===== src/rtl/mlspi_pkg.sv =====
package mlspi_pkg;

  typedef enum logic [1:0] {
    ST_IDLE  = 2'd0,
    ST_LOAD  = 2'd1,
    ST_SHIFT = 2'd2,
    ST_TRAIL = 2'd3
  } mlspi_state_e;

  // index of the last SCK step inside one byte for a lane code
  function automatic logic [2:0] final_step(input logic [1:0] enc);
    case (enc)
      2'b00:   return 3'd7;
      2'b01:   return 3'd3;
      default: return 3'd1;
    endcase
  endfunction

  // lanes driven during a write phase
  function automatic logic [3:0] lane_mask(input logic [1:0] enc);
    case (enc)
      2'b00:   return 4'b0001;
      2'b01:   return 4'b0011;
      default: return 4'b1111;
    endcase
  endfunction

  // requested phase count folded into 1..max_ph
  function automatic int unsigned clamp_phases(input int unsigned req,
                                               input int unsigned max_ph);
    if (req == 0)      return 1;
    if (req > max_ph)  return max_ph;
    return req;
  endfunction

endpackage


===== src/rtl/mlspi_div.sv =====
module mlspi_div #(
  parameter int DIV_W = 4
) (
  input  logic             clk,
  input  logic             rst_n,
  input  logic             run,
  input  logic [DIV_W-1:0] div,
  output logic             tick
);
  logic [DIV_W-1:0] cnt;

  assign tick = run && (cnt == div);

  always_ff @(posedge clk or negedge rst_n) begin
    if (!rst_n)        cnt <= '0;
    else if (!run)     cnt <= '0;
    else if (cnt == div) cnt <= '0;
    else               cnt <= cnt + 1'b1;
  end
endmodule


===== src/rtl/mlspi_lane.sv =====
module mlspi_lane (
  input  logic       clk,
  input  logic       rst_n,
  input  logic       load,
  input  logic [7:0] load_byte,
  input  logic       advance,
  input  logic       capture,
  input  logic [1:0] enc,
  input  logic [3:0] io_in,
  output logic [3:0] tx_lanes,
  output logic [7:0] rx_byte
);
  logic [7:0] tx_sh;
  logic [7:0] rx_sh;

  always_ff @(posedge clk or negedge rst_n) begin
    if (!rst_n) begin
      tx_sh <= '0;
      rx_sh <= '0;
    end else begin
      if (load) begin
        tx_sh <= load_byte;
      end else if (advance) begin
        case (enc)
          2'b00:   tx_sh <= {tx_sh[6:0], 1'b0};
          2'b01:   tx_sh <= {tx_sh[5:0], 2'b00};
          default: tx_sh <= {tx_sh[3:0], 4'b0000};
        endcase
      end
      if (capture) begin
        case (enc)
          2'b00:   rx_sh <= {rx_sh[6:0], io_in[1]};
          2'b01:   rx_sh <= {rx_sh[5:0], io_in[1:0]};
          default: rx_sh <= {rx_sh[3:0], io_in};
        endcase
      end
    end
  end

  always_comb begin
    case (enc)
      2'b00:   tx_lanes = {3'b000, tx_sh[7]};
      2'b01:   tx_lanes = {2'b00, tx_sh[7:6]};
      default: tx_lanes = tx_sh[7:4];
    endcase
  end

  assign rx_byte = rx_sh;
endmodule


===== src/rtl/mlspi_master.sv =====
module mlspi_master
  import mlspi_pkg::*;
#(
  parameter int NPH   = 8,
  parameter int CNT_W = 8,
  parameter int DIV_W = 4,
  localparam int PH_W = $clog2(NPH),
  localparam int PC_W = PH_W + 1
) (
  input  logic                 clk,
  input  logic                 rst_n,
  input  logic                 start,
  input  logic                 irq_en,
  input  logic [DIV_W-1:0]     clk_div,
  input  logic [PC_W-1:0]      phase_num,
  input  logic [NPH-1:0]       ph_write,
  input  logic [2*NPH-1:0]     ph_lanes,
  input  logic [NPH*CNT_W-1:0] ph_len,
  input  logic [7:0]           tx_data,
  input  logic                 tx_valid,
  output logic                 tx_ready,
  output logic [7:0]           rx_data,
  output logic                 rx_valid,
  output logic                 busy,
  output logic                 done,
  output logic                 irq,
  output logic                 spi_cs_n,
  output logic                 spi_sck,
  output logic [3:0]           spi_io_out,
  output logic [3:0]           spi_io_oe,
  input  logic [3:0]           spi_io_in
);
  mlspi_state_e     state;
  logic [PH_W-1:0]  ph_idx;
  logic [CNT_W-1:0] byte_cnt;
  logic [2:0]       step;
  logic             trail_half;
  logic             tick;

  logic             cur_wr;
  logic [1:0]       cur_enc;
  logic [CNT_W-1:0] cur_len;
  logic [PC_W-1:0]  n_eff;
  logic             last_ph;
  logic [3:0]       tx_lanes;
  logic [7:0]       rx_byte;

  // named internal events
  logic ev_launch, ev_take, ev_rise, ev_fall, ev_byte_end, ev_phase_end;
  logic ev_frame_end, ev_close;

  assign cur_wr  = ph_write[ph_idx];
  assign cur_enc = ph_lanes[2*ph_idx +: 2];
  assign cur_len = ph_len[ph_idx*CNT_W +: CNT_W];
  assign n_eff   = PC_W'(clamp_phases(int'(phase_num), NPH));
  assign last_ph = ({1'b0, ph_idx} + PC_W'(1)) == n_eff;

  assign ev_launch    = (state == ST_IDLE) && start;
  assign ev_take      = (state == ST_LOAD) && cur_wr && tx_valid;
  assign ev_rise      = (state == ST_SHIFT) && tick && !spi_sck;
  assign ev_fall      = (state == ST_SHIFT) && tick && spi_sck;
  assign ev_byte_end  = ev_fall && (step == final_step(cur_enc));
  assign ev_phase_end = ev_byte_end && (byte_cnt == cur_len);
  assign ev_frame_end = ev_phase_end && last_ph;
  assign ev_close     = (state == ST_TRAIL) && tick && trail_half;

  assign tx_ready = (state == ST_LOAD) && cur_wr;

  mlspi_div #(.DIV_W(DIV_W)) u_div (
    .clk  (clk),
    .rst_n(rst_n),
    .run  ((state == ST_SHIFT) || (state == ST_TRAIL)),
    .div  (clk_div),
    .tick (tick)
  );

  mlspi_lane u_lane (
    .clk      (clk),
    .rst_n    (rst_n),
    .load     (ev_take),
    .load_byte(tx_data),
    .advance  (ev_fall && !ev_byte_end),
    .capture  (ev_rise && !cur_wr),
    .enc      (cur_enc),
    .io_in    (spi_io_in),
    .tx_lanes (tx_lanes),
    .rx_byte  (rx_byte)
  );

  always_comb begin
    spi_io_out = 4'b0000;
    spi_io_oe  = 4'b0000;
    if (((state == ST_LOAD) || (state == ST_SHIFT)) && cur_wr) begin
      spi_io_out = tx_lanes & lane_mask(cur_enc);
      spi_io_oe  = lane_mask(cur_enc);
    end
  end

  always_ff @(posedge clk or negedge rst_n) begin
    if (!rst_n) begin
      state      <= ST_IDLE;
      ph_idx     <= '0;
      byte_cnt   <= '0;
      step       <= '0;
      trail_half <= 1'b0;
      spi_sck    <= 1'b0;
      spi_cs_n   <= 1'b1;
      busy       <= 1'b0;
      done       <= 1'b0;
      irq        <= 1'b0;
      rx_valid   <= 1'b0;
      rx_data    <= '0;
    end else begin
      irq      <= 1'b0;
      rx_valid <= ev_byte_end && !cur_wr;
      if (ev_byte_end && !cur_wr) rx_data <= rx_byte;
      case (state)
        ST_IDLE: begin
          if (ev_launch) begin
            spi_cs_n <= 1'b0;
            busy     <= 1'b1;
            done     <= 1'b0;
            ph_idx   <= '0;
            byte_cnt <= '0;
            step     <= '0;
            state    <= ST_LOAD;
          end
        end
        ST_LOAD: begin
          if (!cur_wr || tx_valid) begin
            step  <= '0;
            state <= ST_SHIFT;
          end
        end
        ST_SHIFT: begin
          if (ev_rise) spi_sck <= 1'b1;
          if (ev_fall) begin
            spi_sck <= 1'b0;
            if (ev_byte_end) begin
              step <= '0;
              if (ev_frame_end) begin
                trail_half <= 1'b0;
                state      <= ST_TRAIL;
              end else if (ev_phase_end) begin
                ph_idx   <= ph_idx + 1'b1;
                byte_cnt <= '0;
                state    <= ST_LOAD;
              end else begin
                byte_cnt <= byte_cnt + 1'b1;
                state    <= ST_LOAD;
              end
            end else begin
              step <= step + 1'b1;
            end
          end
        end
        ST_TRAIL: begin
          if (tick) trail_half <= 1'b1;
          if (ev_close) begin
            spi_cs_n <= 1'b1;
            busy     <= 1'b0;
            done     <= 1'b1;
            irq      <= irq_en;
            state    <= ST_IDLE;
          end
        end
        default: state <= ST_IDLE;
      endcase
    end
  end
endmodule


===== config.mk =====
export PLATFORM = sky130hd
export DESIGN_NAME = mlspi_master
export DESIGN_NICKNAME = d
export VERILOG_FILES = /design/src/rtl/mlspi_pkg.sv /design/src/rtl/mlspi_div.sv /design/src/rtl/mlspi_lane.sv /design/src/rtl/mlspi_master.sv
export SDC_FILE = /design/constraint.sdc
export NUM_CORES = 1
export LEC_CHECK = 0
export BUFFER_PORTS_ARGS = -buffer_cell sky130_fd_sc_hd__buf_2
export CORE_MARGIN = 2
export CORE_UTILIZATION = 50
export CTS_BUF_LIST = sky130_fd_sc_hd__clkbuf_16
export DETAILED_ROUTE_END_ITERATION = 7
export GPL_TIMING_DRIVEN = 0
export MAX_ROUTING_LAYER = met4
export PLACE_DENSITY = 0.91
export SYNTH_ARGS = -nofsm -noshare
export SYNTH_HDL_FRONTEND = slang
export SYNTH_SLANG_ARGS = --single-unit

===== constraint.sdc =====
create_clock -name clk -period 3.62 [get_ports clk]
set_clock_uncertainty 0.2 [all_clocks]
set_input_delay 0.362 -clock clk [delete_from_list [all_inputs] [get_ports clk]]
set_output_delay 0.362 -clock clk [all_outputs]
set_load 0.1 [all_outputs]

==> summary.txt <==
outcome - finished, final reports clean
startpoint types - flip-flop
DP HPWL - 7990 µm
hold_buf cts - 0
fin. max-slew vios - 0
largest cells by area after synthesis - dfrtp_1, mux4_2, mux2i_1
Mapped Area - 3780 µm²
Core Util, Final - 65.7%
Initial Utilization - 51.8%
Tcrit/Tclk final - 96.4%
DP Cell Count - 615
Synth Net Count - 502
final instance area - 4790 µm²
DR WL/cell - 17.2 µm
Max Clock Freq - 287 MHz
Synth Flop Type - dfrtp_1
DR pass1 iterations - 5
Design Power - 3.27 mW
# port buffers - 135
Overflow after GRT - 0
Final ANT Viol Nets - 0
asr flop ratio synth - 100%
largest net degree at the start of global routing - 52
grt met2 use - 43.4%
Via-to-Cell Ratio - 5.98
Worst VDD drop - 0.303 mV
Synth top area share - 33.1%
number of flops mapped to enable cells by yosys - 0
nets - 644
post-CTS setup buffers - 0
Warnings, synthesis - 0
Seq/Total Area, Yosys - 33.8%
share of layout cells above drive strength 1 - 36.5%
routing usage on met3 - 6.18%
CTS Buf Count - 5
Root Driver - clkbuf_16
crit path max fanout - 10
met1 GRT Util - 33.1%
core area - 7290 µm²
WS Path Type - flip-flop to primary output
initial antenna violation count - 0
CP arrival - 2.93 ns
routability cong. - 0.872
Worst Tran Pin Value - 1.11 ns
Power Dens Cells - 684 nW/µm²
syn avg cell area - 9.91 µm²
clock sink count - 51
first-pass GRT wire length - 17500 µm
Total Wirelength - 10700 µm
post-synth top area cell - dfrtp_1
Die Ht - 90.9 µm
non-filler instance count after layout - 623
post-synth cell types - 61
All-Layer GR Usage - 26.6%
Leak Pwr - 2.35 nW
I/O pin count - 136
Critical Path RT - 3.06 ns
via count - 3727
Slew HR - 26.1%
P&R area growth vs syn - 26.8%
First DRT Iteration DRCs - 277
HP Class - primary input to async pin
Final setup violation count - 0
grt peak-use layer - met2
Cells after Synth - 381
max-capacitance violation count - 0
Final Hold Viols - 0
Yosys reg bits - 51
vias in the first global route - 3716
# DRC - 0
Final Critical Period - 3.49 ns
die area - 8270 µm²
RSZ-0062 raised after global routing - no
CP endpoint kind - primary output
Worst-Skew Late Latency - 0.30 ns
H-Tree Depth - 2
row count - 31
CTS tree - built
CTS Buffer Depth - 2
# diodes - 0
Post-DP Area - 4600 µm²
clock slew at reported path FFs - 0.07 ns
Die Wd - 90.9 µm
==> registers in the layout, summed over array words and instances, names as in the netlist, 2 cells and up <==
signal	flops
u_div.cnt	4
rx_data	8
u_lane.tx_sh	8
step	3
ph_idx	3
state	2
u_lane.rx_byte	8
byte_cnt	8
==> worst max-delay path, cell delays in order (launching register included) <==
cell and delay (ns):
dfrtp_1 0.36, buf_6 0.15, buf_6 0.19, mux4_2 0.55
mux2i_1 0.33, clkbuf_2 0.34, nor2_1 0.11, a211oi_2 0.22
clkbuf_4 0.37
==> cell usage in the layout, fill, tap and decap left out, types with 4 or more instances in the layout <==
master,instances
nand2_1,41
buf_6,4
clkbuf_1,8
mux2i_1,31
xnor2_1,4
mux2_1,21
clkbuf_16,5
o21ai_1,8
or3_1,7
buf_2,138
a211oi_1,4
mux4_2,14
xor2_1,10
o21ai_0,9
ha_1,8
mux2_2,5
nand4_1,4
a221o_1,6
nor2_1,25
nor2b_1,5
a21oi_1,20
a22o_1,5
dfrtp_1,50
and2_1,4
o31ai_1,4
nand3_1,11
inv_1,10
o22ai_1,4
==> metal layers <==
| metal | part of all wire [%] | wire length (µm) |
|---|---|---|
| met4 | 2.2 | 233 |
| met5 | 0 | 0 |
| met3 | 6.8 | 728 |
| met2 | 51 | 5460 |
| met1 | 40 | 4310 |
==> repair_timing <==
action	CTS	global route
gates resized for setup	5	5
pin swaps	0	0
setup endpoints to repair	2	2
cloned	0	0
==> through the flow <==
step | TNS, ns | hold WS [ns] | setup WS (ns)
2_1_floorplan | -0.198 | -0.134 | -0.198
3_3_place_gp | 0 | 0.257 | 0.147
3_5_place_dp | 0 | 0.260 | 0.0264
4_1_cts | 0 | 0.120 | 0.0279
5_1_grt | 0 | 0.134 | 0.0103
6_report | 0 | 0.0747 | 0.132
==> final timing paths <==
| kind | from | to | slack [ns] | depth (start not counted) |
|---|---|---|---|---|
| worst max-delay path | ph_idx[0]$_DFFE_PN0P_ | spi_io_out[0] | 0.13 | 8 |
| worst min-delay path | rst_n | rx_data[7]$_DFFE_PN0P_ | 0.07 | 1 |
| worst max register to register | ph_idx[0]$_DFFE_PN0P_ | byte_cnt[1]$_DFFE_PN0P_ | 0.22 | 9 |
| worst min register to register | spi_cs_n$_DFFE_PN1P_ | spi_cs_n$_DFFE_PN1P_ | 0.26 | 2 |
| max in group asynchronous | rst_n | u_div.cnt[1]$_DFF_PN0_ | 2.47 | 1 |
| min in group clk | tx_data[0] | u_lane.tx_sh[0]$_DFFE_PN0P_ | 0.12 | 2 |
==> area by class of cell <==
class / count / area (µm²)
fillers: 569 / 2500
multi-input cells: 297 / 2360
flip-flops and latches: 51 / 1280
repair buffers: 136 / 689
clock buffers: 5 / 125
plain buffers: 22 / 125
well taps: 99 / 124
clock inverters: 3 / 47.5
inverters: 10 / 37.5
==> synthesized netlist by cell type (all sizes together), types with 6 or more instances <==
master  instances
a21oi          20
a221o           6
buf            11
clkbuf         12
dfrtp          50
ha              8
inv            10
mux2           26
mux2i          32
mux4           14
nand2          41
nand3          11
nor2           28
o21ai          18
or3             7
xor2           11
==> power breakdown <==
part	switching [mW]	internal, mW
Sequential	0.190	0.734
Combinational	1.20	0.592
Clock	0.227	0.330
Total	1.62	1.66
==> cells by family after synthesis <==
logic type               Yosys count  synth area share, %
AO/OA/AOI/OAI                     83                 15.2
XOR/XNOR                          15                 3.68
adder cells (fa/ha/maj)            8                 2.65
buffers and inverters             33                 4.17
flip-flops                        51                 33.8
multiplexers                      72                 24.9
AND/OR/NAND/NOR                  119                 15.5
Note: power is estimated with default switching activity, not from simulation.
